===== src/rtl/rxq_pkg.sv =====
package rxq_pkg;

  typedef enum logic [1:0] {
    CAUSE_MODEM  = 2'b00,
    CAUSE_THR    = 2'b01,
    CAUSE_RXDATA = 2'b10,
    CAUSE_LINE   = 2'b11
  } cause_e;

  // control byte field positions
  localparam int CTL_EN_BIT  = 0;
  localparam int CTL_RXC_BIT = 1;
  localparam int CTL_TXC_BIT = 2;
  localparam int CTL_DMA_BIT = 3;
  localparam int CTL_TRG_LSB = 6;

  // source index within the enable / pending vectors
  localparam int SRC_RXDATA = 0;
  localparam int SRC_THR    = 1;
  localparam int SRC_LINE   = 2;
  localparam int SRC_MODEM  = 3;

  typedef struct packed {
    logic [1:0] trig;
    logic       dma;
    logic       en;
  } ctl_s;

  function automatic logic [4:0] trig_chars(input logic [1:0] sel);
    case (sel)
      2'b00:   return 5'd1;
      2'b01:   return 5'd4;
      2'b10:   return 5'd8;
      default: return 5'd14;
    endcase
  endfunction

  // returns {cause, none}
  function automatic logic [2:0] iid_pick(input logic [3:0] act);
    if (act[SRC_LINE])        return {CAUSE_LINE, 1'b0};
    else if (act[SRC_RXDATA]) return {CAUSE_RXDATA, 1'b0};
    else if (act[SRC_THR])    return {CAUSE_THR, 1'b0};
    else if (act[SRC_MODEM])  return {CAUSE_MODEM, 1'b0};
    else                      return 3'b001;
  endfunction

endpackage


===== src/rtl/rxq_ctl.sv =====
module rxq_ctl
  import rxq_pkg::*;
(
  input  logic       clk,
  input  logic       rst_n,
  input  logic       ctl_wr,
  input  logic [7:0] ctl_wdata,
  output logic       fifo_en,
  output logic       dma_mode,
  output logic [1:0] trig_sel,
  output logic       rx_flush,
  output logic       tx_clr
);

  ctl_s ctl_q;
  logic tx_clr_q;

  always_ff @(posedge clk or negedge rst_n) begin
    if (!rst_n) begin
      ctl_q    <= '0;
      tx_clr_q <= 1'b0;
    end else begin
      tx_clr_q <= ctl_wr && ctl_wdata[CTL_TXC_BIT];
      if (ctl_wr) begin
        ctl_q.en   <= ctl_wdata[CTL_EN_BIT];
        ctl_q.dma  <= ctl_wdata[CTL_DMA_BIT];
        ctl_q.trig <= ctl_wdata[CTL_TRG_LSB +: 2];
      end
    end
  end

  assign rx_flush = ctl_wr &&
                    (ctl_wdata[CTL_RXC_BIT] || (ctl_wdata[CTL_EN_BIT] != ctl_q.en));
  assign fifo_en  = ctl_q.en;
  assign dma_mode = ctl_q.dma;
  assign trig_sel = ctl_q.trig;
  assign tx_clr   = tx_clr_q;

endmodule


===== src/rtl/rxq_fifo.sv =====
module rxq_fifo #(
  parameter int DEPTH = 16,
  parameter int DW    = 8,
  localparam int AW   = $clog2(DEPTH),
  localparam int CW   = $clog2(DEPTH + 1)
) (
  input  logic          clk,
  input  logic          rst_n,
  input  logic          push,
  input  logic [DW-1:0] push_data,
  input  logic          pop,
  input  logic          flush,
  input  logic [CW-1:0] cap,
  output logic [DW-1:0] head,
  output logic [CW-1:0] level,
  output logic          accept,
  output logic          overflow
);

  logic [DW-1:0] mem [DEPTH];
  logic [AW-1:0] wptr, rptr;
  logic          full, take;

  function automatic logic [AW-1:0] bump(input logic [AW-1:0] p);
    return (p == AW'(DEPTH - 1)) ? '0 : p + 1'b1;
  endfunction

  assign full     = (level >= cap);
  assign accept   = push && !full && !flush;
  assign overflow = push && full && !flush;
  assign take     = pop && (level != '0) && !flush;

  always_ff @(posedge clk) begin
    if (accept) mem[wptr] <= push_data;
  end

  always_ff @(posedge clk or negedge rst_n) begin
    if (!rst_n) begin
      wptr  <= '0;
      rptr  <= '0;
      level <= '0;
    end else if (flush) begin
      wptr  <= '0;
      rptr  <= '0;
      level <= '0;
    end else begin
      if (accept) wptr <= bump(wptr);
      if (take)   rptr <= bump(rptr);
      case ({accept, take})
        2'b10:   level <= level + 1'b1;
        2'b01:   level <= level - 1'b1;
        default: level <= level;
      endcase
    end
  end

  assign head = mem[rptr];

endmodule


===== src/rtl/rxq_intid.sv =====
module rxq_intid
  import rxq_pkg::*;
(
  input  logic [3:0] pend,
  input  logic [3:0] ien,
  output logic [7:0] iid,
  output logic       none,
  output cause_e     cause
);

  logic [2:0] pick;

  assign pick  = iid_pick(pend & ien);
  assign cause = cause_e'(pick[2:1]);
  assign none  = pick[0];
  assign iid   = {5'b00000, pick};

endmodule


===== src/rtl/rxq_top.sv =====
module rxq_top
  import rxq_pkg::*;
#(
  parameter int DEPTH = 16,
  parameter int DW    = 8,
  localparam int CW   = $clog2(DEPTH + 1)
) (
  input  logic          clk,
  input  logic          rst_n,
  input  logic          ctl_wr,
  input  logic [7:0]    ctl_wdata,
  input  logic          ien_wr,
  input  logic [3:0]    ien_wdata,
  input  logic          rx_valid,
  input  logic [DW-1:0] rx_data,
  input  logic          rx_err,
  input  logic          host_rd,
  output logic [DW-1:0] host_rdata,
  input  logic          lsr_rd,
  input  logic          thr_empty_evt,
  input  logic          thr_wr,
  input  logic          iid_rd,
  input  logic          modem_chg,
  output logic [CW-1:0] fifo_level,
  output logic          data_ready,
  output logic          overrun,
  output logic [7:0]    iid,
  output logic          irq,
  output logic          dma_mode,
  output logic          tx_clr
);

  logic          fifo_en, rx_flush;
  logic [1:0]    trig_sel;
  logic [CW-1:0] fifo_cap, trig_cnt;
  logic          evt_accept, evt_overrun, evt_err_accept, thr_rd_ack;
  logic          ovr_q, err_q, thr_q, ls_pend, rd_pend, none;
  logic [3:0]    ien_q, pend;
  cause_e        cause;

  rxq_ctl u_ctl (
    .clk(clk), .rst_n(rst_n), .ctl_wr(ctl_wr), .ctl_wdata(ctl_wdata),
    .fifo_en(fifo_en), .dma_mode(dma_mode), .trig_sel(trig_sel),
    .rx_flush(rx_flush), .tx_clr(tx_clr)
  );

  assign fifo_cap = fifo_en ? CW'(DEPTH) : CW'(1);
  assign trig_cnt = fifo_en ? CW'(trig_chars(trig_sel)) : CW'(1);

  rxq_fifo #(.DEPTH(DEPTH), .DW(DW)) u_fifo (
    .clk(clk), .rst_n(rst_n), .push(rx_valid), .push_data(rx_data),
    .pop(host_rd), .flush(rx_flush), .cap(fifo_cap), .head(host_rdata),
    .level(fifo_level), .accept(evt_accept), .overflow(evt_overrun)
  );

  assign evt_err_accept = evt_accept && rx_err;
  assign thr_rd_ack     = iid_rd && !none && (cause == CAUSE_THR);

  always_ff @(posedge clk or negedge rst_n) begin
    if (!rst_n) begin
      ovr_q <= 1'b0;
      err_q <= 1'b0;
      thr_q <= 1'b0;
      ien_q <= '0;
    end else begin
      if (evt_overrun)         ovr_q <= 1'b1;
      else if (lsr_rd)         ovr_q <= 1'b0;
      if (evt_err_accept)      err_q <= 1'b1;
      else if (lsr_rd)         err_q <= 1'b0;
      if (thr_empty_evt)       thr_q <= 1'b1;
      else if (thr_wr || thr_rd_ack) thr_q <= 1'b0;
      if (ien_wr)              ien_q <= ien_wdata;
    end
  end

  assign ls_pend = ovr_q | err_q;
  assign rd_pend = (fifo_level >= trig_cnt);

  always_comb begin
    pend             = '0;
    pend[SRC_RXDATA] = rd_pend;
    pend[SRC_THR]    = thr_q;
    pend[SRC_LINE]   = ls_pend;
    pend[SRC_MODEM]  = modem_chg;
  end

  rxq_intid u_intid (
    .pend(pend), .ien(ien_q), .iid(iid), .none(none), .cause(cause)
  );

  assign irq        = !none;
  assign overrun    = ovr_q;
  assign data_ready = (fifo_level != '0);

endmodule


===== config.mk =====
export PLATFORM = sky130hd
export DESIGN_NAME = rxq_top
export DESIGN_NICKNAME = d
export VERILOG_FILES = /design/src/rtl/rxq_pkg.sv /design/src/rtl/rxq_ctl.sv /design/src/rtl/rxq_fifo.sv /design/src/rtl/rxq_intid.sv /design/src/rtl/rxq_top.sv
export SDC_FILE = /design/constraint.sdc
export NUM_CORES = 1
export LEC_CHECK = 0
export BUFFER_PORTS_ARGS = -buffer_cell sky130_fd_sc_hd__buf_2
export CORE_ASPECT_RATIO = 0.5
export CORE_MARGIN = 8
export CORE_UTILIZATION = 55
export DETAILED_ROUTE_END_ITERATION = 7
export GPL_ROUTABILITY_DRIVEN = 0
export PLACE_DENSITY = 0.74
export SLEW_MARGIN = 20
export SYNTH_ARGS = -nofsm -noshare
export SYNTH_HDL_FRONTEND = slang
export SYNTH_HIERARCHICAL = 1
export SYNTH_SLANG_ARGS = --single-unit

===== constraint.sdc =====
create_clock -name clk -period 7.55 [get_ports clk]
set_clock_uncertainty 0.2 [all_clocks]
set_input_delay 0.755 -clock clk [delete_from_list [all_inputs] [get_ports clk]]
set_output_delay 0.755 -clock clk [all_outputs]
set_load 0.01 [all_outputs]

==> impl_metrics.py <==
metrics = {
    "detailed_routing": {
        "highest_layer": "met4",
        "wl_um": 14200,
        "routed-wl-met3_um": 1480,
        "drc_errors": 0,
        "avgViaCountPerCell": 5.97,
        "ant_nets": 0,
        "firstDrtPassIters": 5,
        "routed-wl-met2_um": 6430,
        "m1WireLength_um": 6090,
        "first_iter_violations": 206,
        "wl_per_cell_um": 21.2,
        "vias": 3997,
    },
    "synth": {
        "yosys_warnings": 6,
        "ys_async_sr_fraction": 0.163,
        "syn-cell-area_um2": 6720,
        "yosysSeqAreaShare": 0.665,
        "synth_area_leader_cell": "edfxtp_1",
        "synthFlopType": "edfxtp_1",
        "synthCells": 438,
        "synth_cell_types": 54,
        "avgSynthCellArea_um2": 15.4,
        "synth_edf_count": 128,
        "ys_seq_elements": 153,
        "yosysTopAreaCellShare": 0.572,
        "synth_top_cells_by_area": "edfxtp_1, dfrtp_1, mux4_2",
    },
    "clock_tree": {
        "cts_buffer_depth": 2,
        "cts_buffers": 17,
        "holdBufCountCts": 0,
        "path_clk_slew_ns": 0.06,
        "htree_levels": 4,
        "insertion_delay_ns": 0.42,
        "cts_resized": 0,
        "cts-root-buf": "clkbuf_16",
        "cts_tree": "yes",
        "cts_num_sinks": 153,
        "post_cts_buffers": 0,
    },
    "floorplanning": {
        "dieArea_um2": 16200,
        "die_y_um": 94.2,
        "io_pins": 58,
        "die_w_um": 172,
        "num_rows": 28,
        "core_region_area_um2": 11900,
        "initial_core_util": 0.566,
    },
    "cells_and_area": {
        "final_cell_mix": "edfxtp_1, buf_2, a21oi_1, mux2i_1, dfrtp_1",
        "area_growth_pct": 13.8,
        "n_antenna_cell": 0,
        "stdcell_area_um2": 7650,
        "layout.nets": 541,
        "postLayoutCoreUtil": 0.644,
        "layout.filler_cells": 833,
        "layout_commonest_cell": "edfxtp_1",
        "drive_above_1_share": 0.250,
    },
    "pwr": {
        "ir_worst_vdd_mv": 0.196,
        "powerDensity_nw_per_um2": 328,
        "p_leak_nw": 2.84,
        "finalPower_mw": 2.51,
    },
    "global_routing": {
        "antenna_found_initial": 0,
        "grt_pass1_vias": 4015,
        "gr-total-overflow": 0,
        "grt_max_degree": 43,
        "grtUsageTotal": 0.185,
        "grt_pass1_wl_um": 22100,
    },
    "placed_design": {
        "placed_area_um2": 7100,
        "hpwlAfterDp_um": 9150,
        "port_buffers": 50,
    },
    "timing": {
        "period_needed_ns": 3.85,
        "period_share": 0.510,
        "hold_viol": 0,
        "slew_violations": 0,
        "grt_setup_unrepaired": "false",
        "fin_setup_tns_ns": 0,
        "clock.fmax_mhz": 260,
        "final-setup-viol-count": 0,
        "worst_slew_pin_slew_ns": 0.928,
        "slew_headroom": 0.381,
    },
    "critical_path": {
        "cp.arrival_ns": 2.89,
        "r2r_setup_slack_ns": 3.90,
        "worstReg2RegEnd": "u_fifo/level[4]$_DFFE_PN0P_",
        "worst_setup_path_start_kind": "register",
        "cp_data_required_time_ns": 6.59,
        "cp_max_fo": 42,
        "reg2reg_from": "u_ctl/fifo_en$_DFFE_PN0P_",
        "r2r_cells": 12,
        "setup.worst_path.end_class": "output pin",
        "critPathKind": "reg2out",
    },
    "flow_run": {
        "maxCapViolations": 0,
    },
    "min_path": {
        "holdCritPathClass": "in2async",
    },
    "status": {
        "status": "completed",
    },
}
==> worst max-delay path, cell delays in order, from the launching register on <==
cell,delay [ns]
dfrtp_2,0.56
buf_4,0.65
mux2i_1,0.20
a221oi_1,0.57
o21ai_0,0.21
nand2_1,0.12
buf_2,0.13
==> metrics by stage <==
stage / hold slack (ns) / std cells / worst slack [ns]
2_1_floorplan: 0.259 / 444 / 4.35
3_3_place_gp: 0.282 / 637 / 3.88
3_5_place_dp: 0.290 / 637 / 3.84
4_1_cts: 0.141 / 669 / 3.68
5_1_grt: 0.164 / 669 / 3.51
6_report: 0.128 / 669 / 3.70
==> worst max path at each step <==
| stage | start | endpoint | slack [ns] | cells past startpoint |
|---|---|---|---|---|
| 3_3_place_gp | ctl_wdata[0] | u_fifo/mem[2][6]$_DFFE_PP_ | 3.88 | 6 |
| 6_report | u_fifo/rptr[0]$_DFFE_PN0P_ | host_rdata[7] | 3.70 | 6 |
| 5_1_grt | u_fifo/rptr[0]$_DFFE_PN0P_ | host_rdata[1] | 3.51 | 6 |
| 4_1_cts | u_fifo/rptr[0]$_DFFE_PN0P_ | host_rdata[7] | 3.68 | 6 |
| 3_5_place_dp | ctl_wdata[0] | u_fifo/mem[2][7]$_DFFE_PP_ | 3.84 | 6 |
| 2_1_floorplan | u_fifo/level[4]$_DFFE_PN0P_ | u_fifo/level[4]$_DFFE_PN0P_ | 4.35 | 11 |
==> layout make-up <==
| cell class | count | area (um^2) | area share |
|---|---|---|---|
| clock buffer | 17 | 425 | 0.0556 |
| clock inverter | 15 | 118 | 0.0154 |
| inverter | 17 | 63.8 | 0.00834 |
| multi-input combinational | 250 | 2100 | 0.275 |
| sequential | 153 | 4470 | 0.584 |
| tap | 165 | 206 | 0.0270 |
| timing repair buffer | 52 | 265 | 0.0347 |
==> flip-flops by register name, summed over array words and instances, names as in the netlist, 2 cells and up <==
name / flops
ien_q: 4
u_fifo/rptr: 4
u_ctl/trig_sel: 2
u_fifo/wptr: 4
u_fifo/level: 5
u_fifo/mem: 128
==> cells by family after synthesis <==
kind of cell / Yosys count / synth area share
simple gates: 78 / 0.0646
mux: 58 / 0.119
other cells: 2 / 0.00112
fa+ha+maj: 18 / 0.0346
compound gates: 83 / 0.0809
flops: 153 / 0.665
buf+inv: 41 / 0.0283
xor+xnor: 5 / 0.00651
==> power by group <==
group	internal [mW]	switching (mW)	total, mW
registers	0.969	0.0867	1.06
logic	0.319	0.358	0.677
clock network	0.426	0.350	0.776
total	1.71	0.795	2.51
==> metal layers <==
metal,global-route usage,vias to the layer above
met5,0,-
met4,0.0549,0
met3,0.0600,12
met2,0.284,204
met1,0.248,1984
li1,-,1797
==> cell usage after synthesis (2+ instances only) <==
library cell  count
a21o_1            5
a21oi_1          25
a221oi_1          8
a22o_1            2
a22oi_1           8
and2_1            6
and3_1           11
buf_1             2
buf_2             5
buf_4             8
clkbuf_1          9
conb_1            2
dfrtp_1          25
edfxtp_1        128
ha_1             17
inv_1            17
mux2_2           16
mux2i_1          25
mux4_2           16
nand2_1          19
nand2b_1          3
nand3_1           5
nand4_1           3
nor2_1           10
nor2b_1           3
nor3_1            5
nor3b_1           2
nor4_1            2
o21ai_0          23
xnor2_1           3
xor2_1            2
Note: power is estimated with default switching activity, not from simulation.
